[config.mk]
export PLATFORM = sky130hd
export DESIGN_NAME = cfg_twowire_slave
export DESIGN_NICKNAME = d
export VERILOG_FILES = /design/src/rtl/cfg_twowire_pkg.sv /design/src/rtl/cfg_sync.sv /design/src/rtl/cfg_bus_engine.sv /design/src/rtl/cfg_regfile.sv /design/src/rtl/cfg_twowire_slave.sv
export SDC_FILE = /design/constraint.sdc
export NUM_CORES = 1
export LEC_CHECK = 0
export BUFFER_PORTS_ARGS = -buffer_cell sky130_fd_sc_hd__buf_2
export CORE_MARGIN = 2
export CORE_UTILIZATION = 30
export DETAILED_ROUTE_END_ITERATION = 7
export SYNTH_ARGS = -nofsm -noshare
export SYNTH_HDL_FRONTEND = slang
export SYNTH_SLANG_ARGS = --single-unit
[constraint.sdc]
create_clock -name clk -period 5.6 [get_ports clk]
set_input_delay 0.56 -clock clk [delete_from_list [all_inputs] [get_ports clk]]
set_output_delay 0.56 -clock clk [all_outputs]
set_load 0.01 [all_outputs]
[src/rtl/cfg_twowire_pkg.sv]
package cfg_twowire_pkg;

    localparam int BYTE_BITS = 8;
    localparam int CNT_W     = $clog2(BYTE_BITS + 1);

    // register indices whose positions the decode depends on
    localparam int REG_CTRL  = 0;
    localparam int REG_SLICE = 1;
    localparam int REG_XPDE  = 2;
    localparam int REG_SWING = 3;
    localparam int REG_TUNE  = 7;
    localparam int REG_LOSL  = 11;
    localparam int REG_FMASK = 12;
    localparam int REG_RMASK = 13;

    localparam logic [7:0] SWING_RST = 8'h02;

    typedef enum logic [2:0] {
        ST_IDLE,
        ST_ADDR,
        ST_REG,
        ST_WDAT,
        ST_RDAT,
        ST_MACK,
        ST_ACK,
        ST_WAIT
    } bus_state_e;

    typedef struct packed {
        bus_state_e       st;
        bus_state_e       ack_next;
        logic [7:0]       shift;
        logic [CNT_W-1:0] bitcnt;
        logic [7:0]       ptr;
        logic             sda_oe;
        logic             wr_en;
        logic [7:0]       wr_data;
        logic             scl_p;
        logic             sda_p;
    } eng_state_t;

endpackage

[src/rtl/cfg_sync.sv]
module cfg_sync #(
    parameter int             W       = 1,
    parameter int             STAGES  = 2,
    parameter logic [W-1:0]   RST_VAL = '0
) (
    input  logic         clk,
    input  logic         rst_n,
    input  logic [W-1:0] d,
    output logic [W-1:0] q
);

    logic [STAGES-1:0][W-1:0] chain_d;
    logic [STAGES-1:0][W-1:0] chain_q;

    generate
        if (STAGES == 1) begin : g_single
            always_comb chain_d[0] = d;
        end else begin : g_chain
            always_comb begin
                chain_d[0] = d;
                for (int i = 1; i < STAGES; i++) begin
                    chain_d[i] = chain_q[i-1];
                end
            end
        end
    endgenerate

    always_ff @(posedge clk or negedge rst_n) begin
        if (!rst_n) begin
            chain_q <= {STAGES{RST_VAL}};
        end else begin
            chain_q <= chain_d;
        end
    end

    assign q = chain_q[STAGES-1];

endmodule

[src/rtl/cfg_bus_engine.sv]
module cfg_bus_engine
    import cfg_twowire_pkg::*;
#(
    parameter logic [6:0] DEV_ADDR = 7'h44
) (
    input  logic       clk,
    input  logic       rst_n,
    input  logic       scl_s,
    input  logic       sda_s,
    input  logic       lock,
    input  logic [7:0] rdata,
    output logic [7:0] ptr,
    output logic       wr_en,
    output logic [7:0] wr_data,
    output logic       sda_oe,
    output logic       start_evt,
    output logic       stop_evt
);

    localparam eng_state_t ENG_RST = '{
        st:       ST_IDLE,
        ack_next: ST_IDLE,
        shift:    '0,
        bitcnt:   '0,
        ptr:      '0,
        sda_oe:   1'b0,
        wr_en:    1'b0,
        wr_data:  '0,
        scl_p:    1'b1,
        sda_p:    1'b1
    };
    localparam logic [CNT_W-1:0] FULL = CNT_W'(BYTE_BITS);

    eng_state_t q, n;
    logic scl_rise, scl_fall;

    assign scl_rise  = scl_s & ~q.scl_p;
    assign scl_fall  = ~scl_s & q.scl_p;
    assign start_evt = ~lock & scl_s & q.scl_p & q.sda_p & ~sda_s;
    assign stop_evt  = ~lock & scl_s & q.scl_p & ~q.sda_p & sda_s;

    always_comb begin
        n       = q;
        n.wr_en = 1'b0;
        n.scl_p = scl_s;
        n.sda_p = sda_s;

        if (lock) begin
            n.st     = ST_IDLE;
            n.sda_oe = 1'b0;
            n.bitcnt = '0;
        end else if (start_evt) begin
            n.st     = ST_ADDR;
            n.bitcnt = '0;
            n.shift  = '0;
            n.sda_oe = 1'b0;
        end else if (stop_evt) begin
            n.st     = ST_IDLE;
            n.bitcnt = '0;
            n.sda_oe = 1'b0;
        end else begin
            case (q.st)
                ST_ADDR, ST_REG, ST_WDAT: begin
                    if (scl_rise && q.bitcnt < FULL) begin
                        n.shift  = {q.shift[6:0], sda_s};
                        n.bitcnt = q.bitcnt + 1'b1;
                    end else if (scl_fall && q.bitcnt == FULL) begin
                        n.bitcnt = '0;
                        n.st     = ST_ACK;
                        if (q.st == ST_ADDR) begin
                            if (q.shift[7:1] == DEV_ADDR) begin
                                n.sda_oe   = 1'b1;
                                n.ack_next = q.shift[0] ? ST_RDAT : ST_REG;
                            end else begin
                                n.st = ST_WAIT;
                            end
                        end else if (q.st == ST_REG) begin
                            n.sda_oe   = 1'b1;
                            n.ptr      = q.shift;
                            n.ack_next = ST_WDAT;
                        end else begin
                            n.sda_oe   = 1'b1;
                            n.wr_en    = 1'b1;
                            n.wr_data  = q.shift;
                            n.ack_next = ST_WAIT;
                        end
                    end
                end
                ST_ACK: begin
                    if (scl_fall) begin
                        n.bitcnt = '0;
                        n.st     = q.ack_next;
                        if (q.ack_next == ST_RDAT) begin
                            n.shift  = rdata;
                            n.sda_oe = ~rdata[7];
                        end else begin
                            n.shift  = '0;
                            n.sda_oe = 1'b0;
                        end
                    end
                end
                ST_RDAT: begin
                    if (scl_rise) begin
                        n.bitcnt = q.bitcnt + 1'b1;
                    end else if (scl_fall) begin
                        if (q.bitcnt == FULL) begin
                            n.sda_oe = 1'b0;
                            n.bitcnt = '0;
                            n.st     = ST_MACK;
                        end else begin
                            n.shift  = {q.shift[6:0], 1'b0};
                            n.sda_oe = ~q.shift[6];
                        end
                    end
                end
                ST_MACK: begin
                    if (scl_rise) begin
                        n.st = ST_WAIT;
                    end
                end
                default: begin
                end
            endcase
        end
    end

    always_ff @(posedge clk or negedge rst_n) begin
        if (!rst_n) begin
            q <= ENG_RST;
        end else begin
            q <= n;
        end
    end

    assign ptr     = q.ptr;
    assign wr_en   = q.wr_en;
    assign wr_data = q.wr_data;
    assign sda_oe  = q.sda_oe;

endmodule

[src/rtl/cfg_regfile.sv]
module cfg_regfile
    import cfg_twowire_pkg::*;
#(
    parameter int         NUM_REGS    = 14,
    parameter logic [7:0] STATUS_ADDR = 8'h0F,
    parameter int         STAT_W      = 7
) (
    input  logic                  clk,
    input  logic                  rst_n,
    input  logic                  wr_en,
    input  logic [7:0]            addr,
    input  logic [7:0]            wr_data,
    input  logic [STAT_W-1:0]     status,
    output logic [7:0]            rdata,
    output logic [NUM_REGS*8-1:0] regs_flat
);

    localparam int AW = $clog2(NUM_REGS);

    logic [7:0] regs_d [NUM_REGS];
    logic [7:0] regs_q [NUM_REGS];
    logic       in_file;

    assign in_file = int'(addr) < NUM_REGS;

    always_comb begin
        regs_d = regs_q;
        if (wr_en && in_file) begin
            regs_d[addr[AW-1:0]] = wr_data;
        end
    end

    always_ff @(posedge clk or negedge rst_n) begin
        if (!rst_n) begin
            for (int i = 0; i < NUM_REGS; i++) begin
                regs_q[i] <= (i == REG_SWING) ? SWING_RST : 8'h00;
            end
        end else begin
            regs_q <= regs_d;
        end
    end

    always_comb begin
        rdata = '0;
        if (in_file) begin
            rdata = regs_q[addr[AW-1:0]];
        end else if (addr == STATUS_ADDR) begin
            rdata[STAT_W-1:0] = status;
        end
    end

    generate
        for (genvar g = 0; g < NUM_REGS; g++) begin : g_flat
            assign regs_flat[g*8 +: 8] = regs_q[g];
        end
    endgenerate

endmodule

[src/rtl/cfg_twowire_slave.sv]
module cfg_twowire_slave
    import cfg_twowire_pkg::*;
#(
    parameter logic [6:0] DEV_ADDR    = 7'h44,
    parameter int         NUM_REGS    = 14,
    parameter logic [7:0] STATUS_ADDR = 8'h0F,
    parameter int         STAT_W      = 7,
    parameter int         SYNC_STAGES = 2
) (
    input  logic              clk,
    input  logic              rst_n,
    input  logic              scl_i,
    input  logic              sda_i,
    output logic              sda_oe,
    input  logic              dis_pin_i,
    input  logic [STAT_W-1:0] los_status_i,
    output logic              ser_lock_en,
    output logic              out_invert,
    output logic              out_mute,
    output logic              los_rng_hi,
    output logic              offs_cancel_off,
    output logic [7:0]        slice_adj,
    output logic [1:0]        xpt_range,
    output logic [3:0]        deemph_code,
    output logic [2:0]        swing_code,
    output logic              rx_tune_en,
    output logic [1:0]        rx_tune,
    output logic              in_bias_boost,
    output logic              los_lvl_prog,
    output logic [6:0]        los_lvl_code,
    output logic              fmask_en,
    output logic [6:0]        fmask_time,
    output logic              rmask_en,
    output logic [6:0]        rmask_time
);

    logic [2:0]            sync_out;
    logic                  scl_s, sda_s, dis_s;
    logic                  ser_locked;
    logic [7:0]            ptr, wr_data, rdata;
    logic                  wr_en, start_evt, stop_evt;
    logic [NUM_REGS*8-1:0] regs_flat;

    cfg_sync #(
        .W       (3),
        .STAGES  (SYNC_STAGES),
        .RST_VAL (3'b011)
    ) u_sync (
        .clk   (clk),
        .rst_n (rst_n),
        .d     ({dis_pin_i, sda_i, scl_i}),
        .q     (sync_out)
    );

    assign scl_s = sync_out[0];
    assign sda_s = sync_out[1];
    assign dis_s = sync_out[2];

    assign ser_locked = ser_lock_en & dis_s;

    cfg_bus_engine #(
        .DEV_ADDR (DEV_ADDR)
    ) u_eng (
        .clk       (clk),
        .rst_n     (rst_n),
        .scl_s     (scl_s),
        .sda_s     (sda_s),
        .lock      (ser_locked),
        .rdata     (rdata),
        .ptr       (ptr),
        .wr_en     (wr_en),
        .wr_data   (wr_data),
        .sda_oe    (sda_oe),
        .start_evt (start_evt),
        .stop_evt  (stop_evt)
    );

    cfg_regfile #(
        .NUM_REGS    (NUM_REGS),
        .STATUS_ADDR (STATUS_ADDR),
        .STAT_W      (STAT_W)
    ) u_regs (
        .clk       (clk),
        .rst_n     (rst_n),
        .wr_en     (wr_en),
        .addr      (ptr),
        .wr_data   (wr_data),
        .status    (los_status_i),
        .rdata     (rdata),
        .regs_flat (regs_flat)
    );

    // field decode
    assign ser_lock_en     = regs_flat[REG_CTRL*8 + 5];
    assign out_invert      = regs_flat[REG_CTRL*8 + 4];
    assign out_mute        = regs_flat[REG_CTRL*8 + 3];
    assign los_rng_hi      = regs_flat[REG_CTRL*8 + 2];
    assign offs_cancel_off = regs_flat[REG_CTRL*8 + 1];
    assign slice_adj       = regs_flat[REG_SLICE*8 +: 8];
    assign xpt_range       = regs_flat[REG_XPDE*8 + 4 +: 2];
    assign deemph_code     = regs_flat[REG_XPDE*8 +: 4];
    assign swing_code      = regs_flat[REG_SWING*8 +: 3];
    assign rx_tune_en      = regs_flat[REG_TUNE*8 + 7];
    assign rx_tune         = regs_flat[REG_TUNE*8 + 2 +: 2];
    assign in_bias_boost   = regs_flat[REG_TUNE*8];
    assign los_lvl_prog    = regs_flat[REG_LOSL*8 + 7];
    assign los_lvl_code    = regs_flat[REG_LOSL*8 +: 7];
    assign fmask_en        = regs_flat[REG_FMASK*8 + 7];
    assign fmask_time      = regs_flat[REG_FMASK*8 +: 7];
    assign rmask_en        = regs_flat[REG_RMASK*8 + 7];
    assign rmask_time      = regs_flat[REG_RMASK*8 +: 7];

endmodule

**Word-level counts from Yosys, hierarchy flattened**

Cells that the tools add are included.

- Add/sub/neg operators: 1
- Magnitude comparators: 4
- Equality and inequality tests: 31
- Muxes and demuxes: 67
- Bitwise logic cells: 20
- Reduce and logical (&&, ||, !) cells: 15

Operators by type and width:

| kind | number |
|---|---|
| two-way mux 22 bit | 6 |
| bitwise mux 112 bit | 1 |
| two-way mux 8 bit | 10 |
| two-way mux 9 bit | 6 |
| two-way mux 12 bit | 4 |
| two-way mux 3 bit | 12 |
| one-hot mux 12 bit (3 select lines) | 1 |
| binary-select mux 8 bit (select 4 bit) | 1 |
| demux 8 bit (select 4 bit) | 1 |
| AND reduction 8 bit | 4 |
| inequality test 5 x 3 -> 1 bit, second input constant | 5 |
| inequality test 6 x 3 -> 1 bit, second input constant | 4 |
| two-way mux 4 bit | 5 |
| two-way mux 7 bit | 2 |
| AND reduction 7 bit | 2 |
| two-way mux 1 bit | 13 |
| equality test 3 bit, second input constant | 4 |
| two-way mux 6 bit | 2 |
| inequality test 6 x 4 -> 1 bit, second input constant | 2 |
| one-hot mux 3 bit (4 select lines) | 1 |
| two-way mux 10 bit | 1 |
| inequality test 5 x 4 -> 1 bit, second input constant | 2 |
| inverter 1 bit | 10 |
| AND 1 bit | 9 |
| 24 further kinds | 30 |

- Bits in registers: 156
- Bits of input ports: 12
- Output and inout bits: 51
- Logic and storage cells: 164

**Depth between registers and ports, before layout**

Gate-level depths: netlist (run 1).

- Depth in word-level cells: 14
- Depth in mapped cells: 9
- Depth with buffers taken out: 7

**Hierarchy**

Synthesis (run 1) repeated with hierarchy kept, for this count alone.

- Cells, all modules: 569
- Area total of the unflattened synthesis: 7696.1 µm²

By module, submodules not included:

| module | times used | cells an instance | area each (µm²) | sequential area each (µm²) |
|---|---|---|---|---|
| cfg_regfile | 1 | 348 | 5363.9 | 2803.9 |
| cfg_bus_engine | 1 | 214 | 2170.8 | 953.4 |
| cfg_sync | 1 | 6 | 155.1 | 155.1 |
| cfg_twowire_slave | 1 | 1 | 6.3 | 0.0 |

**Worst setup path before layout (run 1)**

No wires, ideal clock.

- Kind: flip-flop to flip-flop
- Start point: register u_eng.q[1] (netlist bit)
- End point: register u_eng.q[23] (netlist bit)
- Library setup time: 91 ps
- Arrival time: 2025 ps
- Data required time: 5509 ps
- Path slack: 3484 ps
- Stages on the path, launching flop included: 8
- Path buffers: 0
- Period minus slack after synthesis: 2116 ps
- Path through: dfstp_2 -> inv_1 -> ha_1 -> or3b_1 -> a21oi_1 -> o22ai_1 -> or4_1 -> o221ai_1

- Cells in the longest elaborated chain, start to end: 8
- Elaborated cells on any way between the ends: 22
- Classes of those cells: eq/ne: 4; mux: 6; bitwise: 8; reduce/logical: 4

Ends and longest elaborated chain:

| what | line | RTL |
|---|---|---|
| start: declaration | cfg_bus_engine.sv:34 | `eng_state_t q, n;` |
| start signal: assignment | cfg_bus_engine.sv:131 | `q <= n;` |
| inverter 1 bit | cfg_bus_engine.sv:37 | `assign scl_rise = scl_s & ~q.scl_p;` |
| AND 1 bit | cfg_bus_engine.sv:37 |  |
| logical AND 1 bit | cfg_bus_engine.sv:64 | `if (scl_rise && q.bitcnt < FULL) begin` |
| two-way mux 4 bit | cfg_bus_engine.sv:64 |  |
| one-hot mux 12 bit (3 select lines) | cfg_bus_engine.sv:62 | `case (q.st)` |
| two-way mux 4 bit | cfg_bus_engine.sv:57 | `end else if (stop_evt) begin` |
| two-way mux 12 bit | cfg_bus_engine.sv:52 | `end else if (start_evt) begin` |
| two-way mux 4 bit | cfg_bus_engine.sv:48 | `if (lock) begin` |

Parallel ways exist; a longest one is shown, timed or not.
A chain may end at the register's enable or synchronous reset.

**Final worst setup path (run 1)**

- Start point: register u_eng.q[1] (netlist bit)
- End point: register u_eng.q, in the netlist u_eng.ptr[4]

- Cells in the longest elaborated chain, start to end: 5
- Elaborated cells on any way between the ends: 17
- Classes of those cells: eq/ne: 3; bitwise: 11; reduce/logical: 3

Ends and longest elaborated chain:

| what | line | RTL |
|---|---|---|
| AND 1 bit or inverter 1 bit (tied branches) | cfg_bus_engine.sv:39, cfg_bus_engine.sv:40, cfg_bus_engine.sv:37 |  |
| AND 1 bit, on equally long branches | cfg_bus_engine.sv:39, cfg_bus_engine.sv:37, cfg_bus_engine.sv:40 |  |
| AND 1 bit (tied with other cells) | cfg_bus_engine.sv:39 | `assign start_evt = ~lock & scl_s & q.scl_p & q.sda_p & ~sda_s;` |
| inequality test 6 x 3 -> 1 bit (no source line) (tied with other cells) | n/a |  |
| AND reduction 8 bit (no source line) (*) | n/a |  |

Mark *: on every way between the ends. The rest lies on a longest branch, timed or not.

==> results.md, run 1 <==
- Final Slew Violations: 0
- Final WL: 19900 um
- Ys Warns: 0
- Multi-input gate area: 3400 sq um
- #FFs+latches synth: roughly 160
- Number of flops mapped to enable cells by yosys: 0
- Final RePlAce weighted congestion: approximately 0.81
- Crit start category: flop
- Gate Count Post-Synth: between 600 and 700
- CTS Sinks: 156
- Layout Skew: between 15 and 20 ps
- Nets: 689
- Routed len/inst: 19.5 um
- Status: finished clean
- DR pass1 iterations: 5
- Post-Synth XOR/XNOR Area: 0.222%
- Fin area: 8850 sq um
- Cells on worst reg2reg path: 5
- Worst path arrival time: 3330 ps
- Worst path depth: 5
- DR vias/cell: 5.14
- Tot GR Track Use: between 10% and 20%
- Tmin final: 3030 ps
- Fmax: 0.330 GHz
- Min-Delay Path Class: in2async
- P&R area growth vs syn: 12.3%
- Ant diodes: 0
- Die area: roughly 28000 sq um
- Flop pwr share: roughly 45%
- Die Ht: 166 um
- Clock buffer depth: 2
- Fin crit share: 54.0%
- Post-Syn Nets: 680
- Post-synthesis mux area share: 23.5%
- Ys async rst share: 100%
- Sequential share of the synthesized area: 49.6%
- Vias in the first global route: 5335
- Detailed-route via count: 5246
- Adder-Cell Fraction of Synth Area: 0.635%
- Most frequent CP cell: nand4b_1
- Max-Cap Viols: 0
- Max VDD drop: 0.000172 V
- Slowest-stage cell, CP: a211oi_1
- Crit path buffers/inverters: 0
- Crit. End Element: flop
- DRC: 0
- Clock power share: around half
- Die X: roughly 170 um
- CP Class: reg2reg
- Final setup viols: 0
- R2r setup slk: 2570 ps
- GRT Residual Overflow: 0
- Share of the synthesized area in the top cell type: 47.3%
- Logic pwr share: 3.2%
- Crit-path max cell delay: slightly below 600 ps
- Cell taking the most area after synthesis: dfrtp_1
- CP Cell Sequence: ha_1, nand4b_1, a211oi_1, nand4b_1, o31ai_1
- Int Power: 1.98 mW
- Initial antenna violation count: 0
- Synth Area in Simple Gates: 8.81%
- Complex-gate fraction of the synthesized area: 10.0%
- RSZ-0062 raised after global routing: no
- Crit path max-delay family: simple AND/OR/NAND/NOR gates
- Switching Fraction: about 22%
- Commonest non-fill, non-tap cells in the layout: 148 x dfrtp_1, 121 x mux2_2, 61 x buf_2, 49 x mux2i_1, 35 x nand2_1
- Fill count: 2569
- Max FO, Critical Path: 16
- IO Port Bufs: 62
- Drt initial violations: 440
- Row Count: slightly below 60
- Slew @ Worst Pin: 1060 ps
- Synth cell types: 65
- Placement Cell Area: 8190 sq um
- CTS clock-pin slew for the worst setup and hold paths: 60 ps
- FF+latch area: roughly 4000 sq um
- Clk Latency, worst-skew pair: approximately 430 ps
- CTS Buf Count: 17
- Pin count of the biggest net entering global routing: 92
- Mean Syn Cell Area: about 12 sq um
- Leakage: 4.00 nW
- Largest family of logic cells by synthesized area: multiplexers
- Synth Cell Area: 7890 sq um
- H-tree levels: 4
- Most common cell after layout, fill and taps aside: dfrtp_1
- Hold-fix buffers at CTS: 0
- Postcts setup bufs: 0
- First-pass GRT wire length: 32000 um
- Final Hold Vio Count: 0
- Area contributors post-synth: dfrtp_1 47%, mux2_2 17%, mux2i_1 6.2%
- Ports: 63
- Setup TNS: 0 ps
- WP data required: 5910 ps
- Hpwl dp: 13600 um
- NetSw: 0.554 mW
- Cell Pwr Density: 287 nW/um^2
- Initial core utilization: 30.4%
- Worst slew margin: 29.1%
- Top_reg_cell synth: dfrtp_1
- Clock root cell: clkbuf_16
- Core Region: 25900 sq um
- Layout cells sized above 1: 35.1%
- CTS tree: done
- Post-DRT Antenna Nets: 0
- Post_cts resized: 0
[layer usage]
layer / share of wire (%) / GRT usage, %
met5: 0 / 0
met4: 1.8 / 4.42
met3: 4.7 / 3.50
met2: 47 / 23.0
met1: 47 / 20.9
[area by class of cell]
cell class              instances  share of cell area [%]
inverters                      27                    1.14
clock inverters                12                    2.36
flip-flops and latches        156                    44.2
well taps                     335                    4.73
repair buffers                 66                    3.91
clock buffers                  20                    5.16
multi-input cells             405                    38.5
[cells in the mapped netlist (5+ instances only)]
cell	n
a21oi_1	9
a22o_1	7
and2_1	5
buf_2	16
buf_4	41
clkbuf_1	17
dfrtp_1	149
dfstp_2	7
inv_1	27
mux2_2	121
mux2i_1	49
nand2_1	35
nand3_1	13
nand3b_1	6
nor2_1	14
nor2b_1	5
nor4_1	7
o211ai_1	7
o21ai_0	14
o221ai_1	7
o22ai_1	27
o31ai_1	8
[flip-flops by register name, indices dropped and copies added, names as in the netlist]
register and count:
u_eng.wr_en 1, u_sync.q 3, u_eng.sda_oe 1, u_eng.wr_data 8
u_regs.regs_flat 112, u_sync.chain_d 3, u_eng.ptr 8, u_eng.q 20
[metrics by stage]
step                      hold slack, ps  util, %  setup WS, ps  total power, mW  std cells
after floorplan                      264        -          3480             1.21        664
after global placement               337     31.6          2740             1.25        989
after detailed placement             335     31.6          2650             1.25        989
after CTS                            220     34.2          2600             2.56       1021
after global routing                 217     34.2          2250             2.63       1021
final                                217     34.2          2570             2.54       1021
[path summary, 6_finish.rpt]
path                                    from                   end
setup / recovery                  u_eng.q[1]          u_eng.ptr[4]
hold / removal                         rst_n           u_eng.q[23]
setup reg to reg                  u_eng.q[1]          u_eng.ptr[4]
hold reg to reg            u_sync.chain_d[5]           u_sync.q[2]
max in group asynchronous              rst_n  u_regs.regs_flat[13]
min in group clk                       scl_i     u_sync.chain_d[3]
[power groups by stage]
stage	logic, mW	registers [mW]	clock network (mW)
2_1_floorplan	0.0474	1.16	0
3_3_place_gp	0.0825	1.17	0
3_5_place_dp	0.0829	1.17	0
4_1_cts	0.0841	1.15	1.33
5_1_grt	0.0945	1.15	1.38
6_report	0.0825	1.15	1.31
[cells by family after synthesis]
group | after synthesis
xor gates and xnor gates | 2
and+or+nand+nor | 119
DFF | 156
AOI/OAI and AO/OA | 110
buffers and inverters | 103
adders and majority gates | 4
muxes | 170
[worst register-to-register path: cells and delay by family (launching register included)]
kind            cells  cell delay [ps]
simple gates        2             1120
fa+ha+maj           1              250
compound gates      2             1010
flops               1              530
Power figures use the tool's default switching activity.
==> run 2, diff against run 1 <==
==> constraint.sdc (replaced) <==
create_clock -name clk -period 2.66 [get_ports clk]
set_input_delay 0.266 -clock clk [delete_from_list [all_inputs] [get_ports clk]]
set_output_delay 0.266 -clock clk [all_outputs]
set_load 0.01 [all_outputs]
==> run 2 against run 1 <==
  * Cell count up 2.6%
  * Global-route usage shrank 0.060 points
  * Die area is the same
  * Critical path type unchanged
  * Combinational power is 130% higher
  * Routed wire length up 0.56%
  * Total power is 100% higher
==> results.md, run 2 (synthesis results as in run 1) <==
- Status: finished clean
- Post-DRT Antenna Nets: 0
- Overall Power: around 5.2 mW
- Row Count: 59
- Layout Skew: 7.86 ps
- Die X: roughly 170 um
- Worst slew margin: 16.7%
- Critical hold path startpoint: los_status_i[1]
- Fmax: 0.421 GHz
- DRC: 0
- Initial core utilization: 30.4%
- Ports: 63
- CTS Sinks: 156
- Logic pwr share: approximately 3.7%
- Clock root cell: clkbuf_16
- Routed len/inst: 19.1 um
- Setup TNS: 0 ps
- Hold Path Depth: 4
- Worst r2r src: u_eng.ptr[5]
- Final setup viols: 0
- Slowest-stage cell, CP: nand3_1
- Int Power: 3.99 mW
- Crit. End Element: flop
- Clock buffer depth: 2
- Layout cells sized above 1: 37.0%
- CTS Buf Count: 17
- Nets: a little over 700
- Most common cell after layout, fill and taps aside: dfrtp_1
- Cells on worst reg2reg path: 5
- P&R area growth vs syn: 14.8%
- IO Port Bufs: 62
- Fin crit share: 89.3%
- Initial antenna violation count: 0
- Die Ht: 166 um
- Hold_ws: approximately 330 ps
- Switching Fraction: 23.0%
- Crit start category: flop
- Hpwl dp: between 10000 and 15000 um
- Max FFs per register: ~110
- Tmin final: 2380 ps
- Max-Cap Viols: 0
- Ant diodes: 0
- Final Hold Vio Count: 0
- Crit-path max cell delay: 550 ps
- Max FO, Critical Path: 8
- Drt initial violations: between 300 and 400
- Crit path buffers/inverters: 0
- Vias in the first global route: 5445
- H-tree levels: 4
- Final Slew Violations: 0
- CP Cell Sequence: nor4_4, nand2_1, nor3_2, nand3_1, mux2_2
- Final WL: 20100 um
- Detailed-route via count: 5316
- Leakage: 4.11 nW
- R2r setup slk: 280 ps
- Clock power share: 49.8%
- Final RePlAce weighted congestion: 0.854
- Max VDD drop: 0.000290 V
- CP Class: reg2reg
- Slew @ Worst Pin: 1250 ps
- Core Region: roughly 26000 sq um
- RSZ-0062 raised after global routing: no
- First-pass GRT wire length: 31800 um
- DR pass1 iterations: 4
- Min-Delay Path Class: in2reg
- Commonest non-fill, non-tap cells in the layout: 148 x dfrtp_1, 121 x mux2_2, 61 x buf_2, 49 x mux2i_1, 35 x nand2_1
- Flop pwr share: 46.5%
- Pin count of the biggest net entering global routing: 61
- Worst hold endpoint: u_eng.q[25]
- CTS clock-pin slew for the worst setup and hold paths: 70 ps
- GRT Residual Overflow: 0
- Worst reg2reg endpoint: u_regs.regs_flat[100]
- DR vias/cell: 5.07
- Clk Latency, worst-skew pair: approximately 430 ps
- Crit path max-delay family: simple AND/OR/NAND/NOR gates
- Cell Pwr Density: 572 nW/um^2
- CTS tree: done
- Die area: 27600 sq um
- Tot GR Track Use: about 15%
- NetSw: roughly 1.2 mW
- WP data required: 2970 ps
- Worst path arrival time: roughly 2700 ps
==> run 2: cell count changes in the layout (fill, tap and decap cells not counted) <==
cell           previous run  this run
inv_8                     1         3
bufinv_16                 5         3
inv_6                     1         3
clkbuf_8                  2         1
dlygate4sd3_1             0         4
buf_12                    0         2
clkinv_4                  3         2
buf_4                     4        25
==> run 2: per-layer routing <==
layer | track usage, % | routed length (um)
met5 | 0 | 0
met4 | 4.73 | 340
met3 | 2.91 | 710
met2 | 23.4 | 9320
met1 | 20.7 | 9680
==> run 2: worst min-delay path, stage by stage <==
cell	delay (ps)
buf_2	100
and2_1	150
nor4b_1	60
o22ai_1	130
==> run 2: final cells by class <==
cell class              count  area, sq um
multi-input cells         405         3400
flip-flops and latches    156         3920
well taps                 335          419
repair buffers             93          584
fillers                  2577        16900
clock inverters            13          180
inverters                  27          101
clock buffers              19          443
==> run 2: worst max path at each step <==
stage                             from                     to  slack (ps)  cells after the start
final                     u_eng.ptr[5]  u_regs.regs_flat[100]         280                      5
after global routing        u_eng.q[1]            u_eng.q[31]         120                      7
after CTS                   u_eng.q[1]            u_eng.q[31]         290                      7
after detailed placement    u_eng.q[1]            u_eng.q[31]         310                      7
after global placement    u_eng.ptr[5]   u_regs.regs_flat[98]         350                      5
after floorplan             u_eng.q[1]            u_eng.q[23]         540                      7
==> run 2: per-stage QoR <==
stage | cell area [sq um] | std cells | setup WS, ps | utilization [%]
3_3_place_gp | 8390 | 1012 | 347 | 32.4
2_1_floorplan | 7890 | 664 | 544 | -
5_1_grt | 9050 | 1048 | 118 | 34.9
4_1_cts | 9050 | 1048 | 294 | 34.9
6_report | 9050 | 1048 | 284 | 34.9
3_5_place_dp | 8390 | 1012 | 309 | 32.4
==> run 2: power by group through the flow <==
stage | Clock, mW | Combinational (mW) | Sequential [mW]
after floorplan | 0 | 0.0999 | 2.45
after global placement | 0 | 0.186 | 2.45
after detailed placement | 0 | 0.188 | 2.45
after CTS | 2.62 | 0.193 | 2.41
after global routing | 2.73 | 0.216 | 2.41
final | 2.58 | 0.191 | 2.41
==> run 2: what timing repair did <==
action,CTS,global route
resized for setup,0,0
setup buffers,0,0
hold buffers,4,0
hold endpoints to repair,53,0
